$ cat src/rtl/ehf_pkg.sv
package ehf_pkg;
   typedef enum logic {
      KIND_HIT  = 1'b0,
      KIND_MARK = 1'b1
   } msg_kind_e;
endpackage

$ cat src/rtl/ehf_epoch_timer.sv
module ehf_epoch_timer #(
   parameter int EPOCH_LEN = 1250,
   parameter int EPOCH_W   = 24,
   localparam int FINE_W   = $clog2(EPOCH_LEN)
) (
   input  logic               clk,
   input  logic               rst_n,
   output logic [FINE_W-1:0]  fine,
   output logic [EPOCH_W-1:0] epoch,
   output logic               boundary
);
   localparam logic [FINE_W-1:0] LAST = FINE_W'(EPOCH_LEN - 1);

   always_ff @(posedge clk) begin
      if (!rst_n) begin
         fine  <= '0;
         epoch <= '0;
      end else if (fine == LAST) begin
         fine  <= '0;
         epoch <= epoch + 1'b1;
      end else begin
         fine  <= fine + 1'b1;
      end
   end

   assign boundary = (fine == '0);

   // fine count stays inside the epoch
   p_fine_range_r2: assert property (@(posedge clk) disable iff (!rst_n)
      int'(fine) < EPOCH_LEN);
   // the wrap advances the epoch by exactly one
   p_epoch_step_r2: assert property (@(posedge clk) disable iff (!rst_n)
      (fine == LAST) |=> (fine == '0) && (epoch == $past(epoch) + 1'b1));
   // the epoch holds between wraps
   p_epoch_hold_r2: assert property (@(posedge clk) disable iff (!rst_n)
      (fine != LAST) |=> $stable(epoch));
endmodule

$ cat src/rtl/ehf_dual_fifo.sv
module ehf_dual_fifo #(
   parameter int W     = 41,
   parameter int DEPTH = 4,
   localparam int AW   = $clog2(DEPTH)
) (
   input  logic          clk,
   input  logic          rst_n,
   input  logic          push_a,
   input  logic [W-1:0]  din_a,
   input  logic          push_b,
   input  logic [W-1:0]  din_b,
   input  logic          pop,
   output logic [W-1:0]  dout,
   output logic [AW:0]   count,
   output logic          not_empty
);
   logic [W-1:0]  mem [DEPTH];
   logic [AW-1:0] rd, wr, wr_b;
   logic          pop_ok;

   assign wr_b      = wr + AW'(push_a);
   assign not_empty = (count != '0);
   assign pop_ok    = pop && not_empty;
   assign dout      = mem[rd];

   always_ff @(posedge clk) begin
      if (rst_n && push_a) mem[wr]   <= din_a;
      if (rst_n && push_b) mem[wr_b] <= din_b;
   end

   always_ff @(posedge clk) begin
      if (!rst_n) begin
         rd    <= '0;
         wr    <= '0;
         count <= '0;
      end else begin
         wr    <= wr + AW'(push_a) + AW'(push_b);
         rd    <= rd + AW'(pop_ok);
         count <= count + (AW+1)'(push_a) + (AW+1)'(push_b) - (AW+1)'(pop_ok);
      end
   end

   // occupancy never exceeds the storage
   p_no_overflow_r10: assert property (@(posedge clk) disable iff (!rst_n)
      int'(count) <= DEPTH);
   // an offered entry is held while the sink stalls
   p_hold_r8: assert property (@(posedge clk) disable iff (!rst_n)
      (not_empty && !pop) |=> not_empty && $stable(dout));
endmodule

$ cat src/rtl/epoch_hit_framer.sv
module epoch_hit_framer
   import ehf_pkg::*;
#(
   parameter int CHIP_W     = 10,
   parameter int CHAN_W     = 6,
   parameter int AMP_W      = 10,
   parameter int SUB_W      = 3,
   parameter int EPOCH_LEN  = 1250,
   parameter int EPOCH_W    = 24,
   parameter int FIFO_DEPTH = 4,
   parameter int DROP_W     = 16,
   localparam int FINE_W    = $clog2(EPOCH_LEN),
   localparam int SUB_PW    = (SUB_W > 0) ? SUB_W : 1,
   localparam int STAMP_W   = FINE_W + SUB_W,
   localparam int MSG_W     = CHIP_W + CHAN_W + STAMP_W + AMP_W
) (
   input  logic              clk,
   input  logic              rst_n,
   input  logic [CHIP_W-1:0] cfg_chip_id,
   input  logic              hit_valid,
   input  logic [CHAN_W-1:0] hit_chan,
   input  logic [AMP_W-1:0]  hit_amp,
   input  logic [SUB_PW-1:0] hit_sub,
   output logic              msg_valid,
   input  logic              msg_ready,
   output logic [MSG_W-1:0]  msg_data,
   output logic              msg_is_marker,
   output logic [DROP_W-1:0] hits_dropped
);
   localparam int QW = MSG_W + 1;
   localparam int AW = $clog2(FIFO_DEPTH);

   // elaboration-time parameter checks
   if (EPOCH_LEN < 2 || EPOCH_LEN <= FIFO_DEPTH)
      $error("EPOCH_LEN must exceed FIFO_DEPTH and be at least 2");
   if (FIFO_DEPTH < 2 || (FIFO_DEPTH & (FIFO_DEPTH - 1)) != 0)
      $error("FIFO_DEPTH must be a power of two, at least 2");
   if (CHIP_W + EPOCH_W > MSG_W)
      $error("marker fields do not fit the message width");
   if (MSG_W > 80)
      $error("message exceeds ten bytes");
   if (SUB_W < 0 || DROP_W < 1)
      $error("bad SUB_W or DROP_W");

   logic [CHIP_W-1:0]  chip_q;
   logic [FINE_W-1:0]  fine;
   logic [EPOCH_W-1:0] epoch;
   logic               boundary;
   logic [STAMP_W-1:0] stamp;
   logic [MSG_W-1:0]   hit_word, mark_word;
   logic [AW:0]        occ;
   logic               hit_ok;
   logic [QW-1:0]      head;
   logic [DROP_W-1:0]  drop_q;

   // chip id captured only while in reset
   always_ff @(posedge clk) begin
      if (!rst_n) chip_q <= cfg_chip_id;
   end

   ehf_epoch_timer #(.EPOCH_LEN(EPOCH_LEN), .EPOCH_W(EPOCH_W)) u_timer (
      .clk(clk), .rst_n(rst_n), .fine(fine), .epoch(epoch), .boundary(boundary)
   );

   // time stamp variant: with or without sub-cycle bits
   if (SUB_W > 0) begin : g_stamp_sub
      assign stamp = {fine, hit_sub};
   end else begin : g_stamp_plain
      logic unused_sub;
      assign unused_sub = ^hit_sub;
      assign stamp = fine;
   end

   assign hit_word = {chip_q, hit_chan, stamp, hit_amp};

   always_comb begin
      mark_word = '0;
      mark_word[MSG_W-1 -: CHIP_W] = chip_q;
      mark_word[EPOCH_W-1:0]       = epoch;
   end

   // keep one slot free for markers
   assign hit_ok = hit_valid && ((int'(occ) + int'(boundary)) <= FIFO_DEPTH - 2);

   ehf_dual_fifo #(.W(QW), .DEPTH(FIFO_DEPTH)) u_queue (
      .clk(clk), .rst_n(rst_n),
      .push_a(boundary), .din_a({KIND_MARK, mark_word}),
      .push_b(hit_ok),   .din_b({KIND_HIT, hit_word}),
      .pop(msg_ready), .dout(head), .count(occ), .not_empty(msg_valid)
   );

   assign msg_is_marker = head[QW-1];
   assign msg_data      = head[MSG_W-1:0];

   always_ff @(posedge clk) begin
      if (!rst_n)
         drop_q <= '0;
      else if (hit_valid && !hit_ok && drop_q != '1)
         drop_q <= drop_q + 1'b1;
   end
   assign hits_dropped = drop_q;

   // a boundary always finds a free slot
   p_marker_room_r10: assert property (@(posedge clk) disable iff (!rst_n)
      boundary |-> int'(occ) < FIFO_DEPTH);
   // an accepted hit never takes the reserved slot
   p_reserve_r9: assert property (@(posedge clk) disable iff (!rst_n)
      hit_ok |=> int'(occ) < FIFO_DEPTH);
   // each refused hit is counted once
   p_drop_count_r9: assert property (@(posedge clk) disable iff (!rst_n)
      (hit_valid && !hit_ok && hits_dropped != '1) |=> hits_dropped == $past(hits_dropped) + 1'b1);
   // captured chip id holds after reset
   p_chip_stable_r11: assert property (@(posedge clk) disable iff (!rst_n)
      1'b1 |=> $stable(chip_q));
endmodule

$ cat config.mk
export PLATFORM = sky130hd
export DESIGN_NAME = epoch_hit_framer
export DESIGN_NICKNAME = d
export VERILOG_FILES = /design/src/rtl/ehf_pkg.sv /design/src/rtl/ehf_epoch_timer.sv /design/src/rtl/ehf_dual_fifo.sv /design/src/rtl/epoch_hit_framer.sv
export SDC_FILE = /design/constraint.sdc
export NUM_CORES = 1
export LEC_CHECK = 0
export ABC_CLOCK_PERIOD_IN_PS = 6950
export BUFFER_PORTS_ARGS = -buffer_cell sky130_fd_sc_hd__buf_2
export CELL_PAD_IN_SITES_DETAIL_PLACEMENT = 1
export CELL_PAD_IN_SITES_GLOBAL_PLACEMENT = 1
export CORE_MARGIN = 8
export CORE_UTILIZATION = 51
export DETAILED_ROUTE_END_ITERATION = 8
export GPL_ROUTABILITY_DRIVEN = 0
export PLACE_DENSITY_LB_ADDON = 0.25
export SKIP_CTS_REPAIR_TIMING = 1
export SKIP_LAST_GASP = 1
export SLEW_MARGIN = 0
export SYNTH_ARGS = -nofsm -noshare
export SYNTH_HDL_FRONTEND = slang
export SYNTH_HIERARCHICAL = 1
export SYNTH_SLANG_ARGS = --single-unit
$ cat constraint.sdc
create_clock -name clk -period 6.95 [get_ports clk]
set_input_delay 1.39 -clock clk [delete_from_list [all_inputs] [get_ports clk]]
set_output_delay 1.39 -clock clk [all_outputs]
set_load 0.1 [all_outputs]
==> impl_metrics.tcl <==
set metrics [dict create \
    status "complete, no violations" \
    synth-seq-cells 232 \
    yosysUniqueCellTypes 46 \
    synthFlopType "edfxtp_1" \
    fmax_ghz 0.192 \
    fin_nets 910 \
    grt-busiest-layer "met2" \
    slew_headroom_pct 21.1 \
    drtAntennaViolNets 0 \
    cts_root_buffer "clkbuf_16" \
    cts-buffers-inserted 25 \
    drv_cap 0 \
    async_flop_share_pct 0 \
    peakVddDrop_uv 247 \
    cp-start-kind "register" \
    grt.met2_usage_pct 35.7 \
    critPathKind "register to register" \
    cp.buffers_inverters 1 \
    ys_seq_area_share_pct 57.3 \
    htree_levels 1 \
    grt_remaining_overflow 0 \
    seq_area_sq_um 6390 \
    finalWirelength_um 26300 \
    synth_top_area_share_pct 46.9 \
    dpl.hpwl_um 16400 \
    hold_viol_final 0 \
    worstPathMaxFanout 28 \
    tns_ns 0 \
    grt_max_degree 44 \
    rows 54 \
    die_w_um 164 \
    final.min_clock_period_ns 5.20 \
    ioPinCount 91 \
    layout-drive-gt1-share_pct 40.2 \
    arrival_ns 5.46 \
    cp_cell_sequence "or4_4, nor3_1, ha_1, ha_1, nand2_1, o21ai_0, and3b_1, nand3_1, nor2_4, buf_4, mux2_2" \
    yosysTopAreaCell "edfxtp_1" \
    port_buffers 90 \
    min_path_type "register to register" \
    worstMarginPinSlew_ns 1.17 \
    setup_viol_count_final 0 \
    synthToLayoutAreaGrowth_pct 14.3 \
    viasPerCell 5.73 \
    synth_enable_flop_cells 174 \
    wl_per_cell_um 22.6 \
    drc 0 \
    start_util_pct 51.5 \
    grtUsageMet1_pct 23.6 \
    max_stage_delay_ns 0.94 \
    final_cell_area_sq_um 12700 \
    netlist_area_sq_um 11100 \
    slew_viol_final 0 \
    cts.sinks 232 \
    syn_area_per_cell_sq_um 15.0 \
    cts_buffer_depth 3 \
    antenna-diode-count 0 \
    dpl-instance-area_sq_um 12000 \
    cts.clk_slew.worst_paths_ns 0.06 \
    chipHeight_um 164 \
    die_area_sq_um 26800 \
    post-route-period-util_pct 74.9 \
    tritoncts "yes" \
    leakage_nw 4.56 \
    fin_skew_ns 0.0233 \
    multi_input_area_sq_um 4660 \
    grt_usage_pct 19.8 \
    grt_pass1_wl_um 41400 \
    cp_top_family "simple AND/OR/NAND/NOR gates" \
    antenna_found_initial 1 \
    nFillCells 2132 \
    synthTopCellsByArea "edfxtp_1 (47%), mux2_2 (16%), dfxtp_1 (10%)" \
    rsz0062_at_grt "false" \
    coreArea_sq_um 21600 \
    crit_top_cell "ha_1" \
    p_per_area_nw_per_um2 390 \
    grt_use_met3_pct 3.83 \
    end_kind "register" \
    clk_latency_ns 0.53 \
    syn_inst 742 \
    vias 6660 \
    yosysWarnings 6 \
    drt_pass1_iterations 4 \
    worst_path_max_delay_cell "nor2_4" \
    drtIter0Drc 281 \
    required_ns 7.21 \
    grt_pass1_vias 7603 \
]
==> cell families after synthesis <==
kind of cell	count (synthesis)	synth area share, %
simple gates	173	8.74
xor+xnor	47	3.76
mux	207	25.1
buf+inv	49	2.26
fa+ha+maj	13	1.60
compound gates	19	1.19
other cells	2	0.0674
flops	232	57.3
==> metal layers <==
layer | vias up | wire length, um
met1 | 3415 | 10800
li1 | 3066 | -
met4 | 2 | 466
met5 | - | 13
met2 | 137 | 13700
met3 | 40 | 1250
==> Yosys cell counts (2+ instances only) <==
library cell	count
buf_6	6
conb_1	2
nand2_1	23
nor4_2	2
nand2b_1	2
or4_4	3
buf_2	18
a21boi_0	2
and2_1	31
ha_1	11
fa_1	2
clkbuf_1	12
and3_1	3
dfxtp_1	58
nor3_2	4
nor3_1	11
o21a_1	2
mux2_2	161
and4_1	2
nand4_1	16
or2_2	3
a41o_1	2
o22ai_1	2
nor2_1	30
edfxtp_1	174
o21ai_0	5
mux4_2	41
nor4_1	15
mux2i_1	2
or3_1	3
xor2_1	13
mux2_1	3
inv_1	13
xnor2_1	33
nand3_1	21
==> worst paths after layout <==
path | from | end | slack, ns | cells past startpoint
worst max-delay path | u_timer/fine[3] | u_queue/mem[3][12] | 1.75 | 11
worst min register to register | hits_dropped[15] | hits_dropped[15] | 0.50 | 2
worst min-delay path | hits_dropped[15] | hits_dropped[15] | 0.50 | 2
worst max register to register | u_timer/fine[3] | u_queue/mem[3][12] | 1.75 | 11
==> report_power, final <==
part | internal, W | switching, W | leakage [nW] | total, W
clock | 0.000712 | 0.000526 | 0.360 | 0.00124
sequential | 0.00174 | 0.000132 | 2.10 | 0.00187
combinational | 0.000465 | 0.00139 | 2.10 | 0.00185
==> tightest hold or removal path, delay by kind of cell (launching register included) <==
family	cells	cell delay, ns
AND/OR/NAND/NOR	1	0.06
flip-flops	1	0.34
multiplexers	1	0.05
==> flip-flops by register name, summed over array words and instances, names as in the netlist <==
register	cells
u_queue/mem	164
u_timer/epoch	24
hits_dropped	16
u_timer/fine	11
chip_q	10
u_queue/count	3
u_queue/rd	2
u_queue/wr	2
==> through the flow <==
| step | setup WS (ns) | util [%] | total power (W) | hold WS [ns] | std cells |
|---|---|---|---|---|---|
| 2_1_floorplan | 2.01 | - | 0.00340 | 0.477 | 772 |
| 3_3_place_gp | 2.08 | 55.4 | 0.00372 | 0.485 | 1117 |
| 3_5_place_dp | 1.79 | 55.4 | 0.00377 | 0.493 | 1117 |
| 4_1_cts | 1.75 | 58.9 | 0.00501 | 0.502 | 1163 |
| 5_1_grt | 1.55 | 58.9 | 0.00514 | 0.518 | 1163 |
| 6_report | 1.75 | 58.9 | 0.00496 | 0.504 | 1163 |
==> cell type report <==
type / count / area share (%)
Multi-Input combinational cell: 491 / 36.6
Inverter: 13 / 0.383
Tap cell: 280 / 2.75
Clock inverter: 9 / 0.521
Sequential cell: 232 / 50.2
Timing Repair Buffer: 101 / 4.19
Clock buffer: 37 / 5.35
==> placed cells by master, fill, tap and decap left out, types with 3 or more instances in the layout <==
cell type  netlist  routed
nand2_1         23      23
clkinv_1         0       6
clkbuf_16        0      25
nor4_1          15      15
or3_1            3       3
edfxtp_1       174     174
nand3_1         21      21
ha_1            11      11
and3_1           3       3
nand4_1         16      16
mux4_2          41      41
or4_4            3       3
o21ai_0          5       5
or2_2            3       3
xor2_1          13      13
nor2_1          30      29
buf_4            0      11
nor3_2           4       3
mux2_1           3       3
nor3_1          11      11
inv_1           13      13
and2_1          31      31
buf_2           18      90
mux2_2         161     161
conb_1           2      32
clkbuf_1        12      11
xnor2_1         33      33
dfxtp_1         58      56
Note: power is estimated with default switching activity, not from simulation.
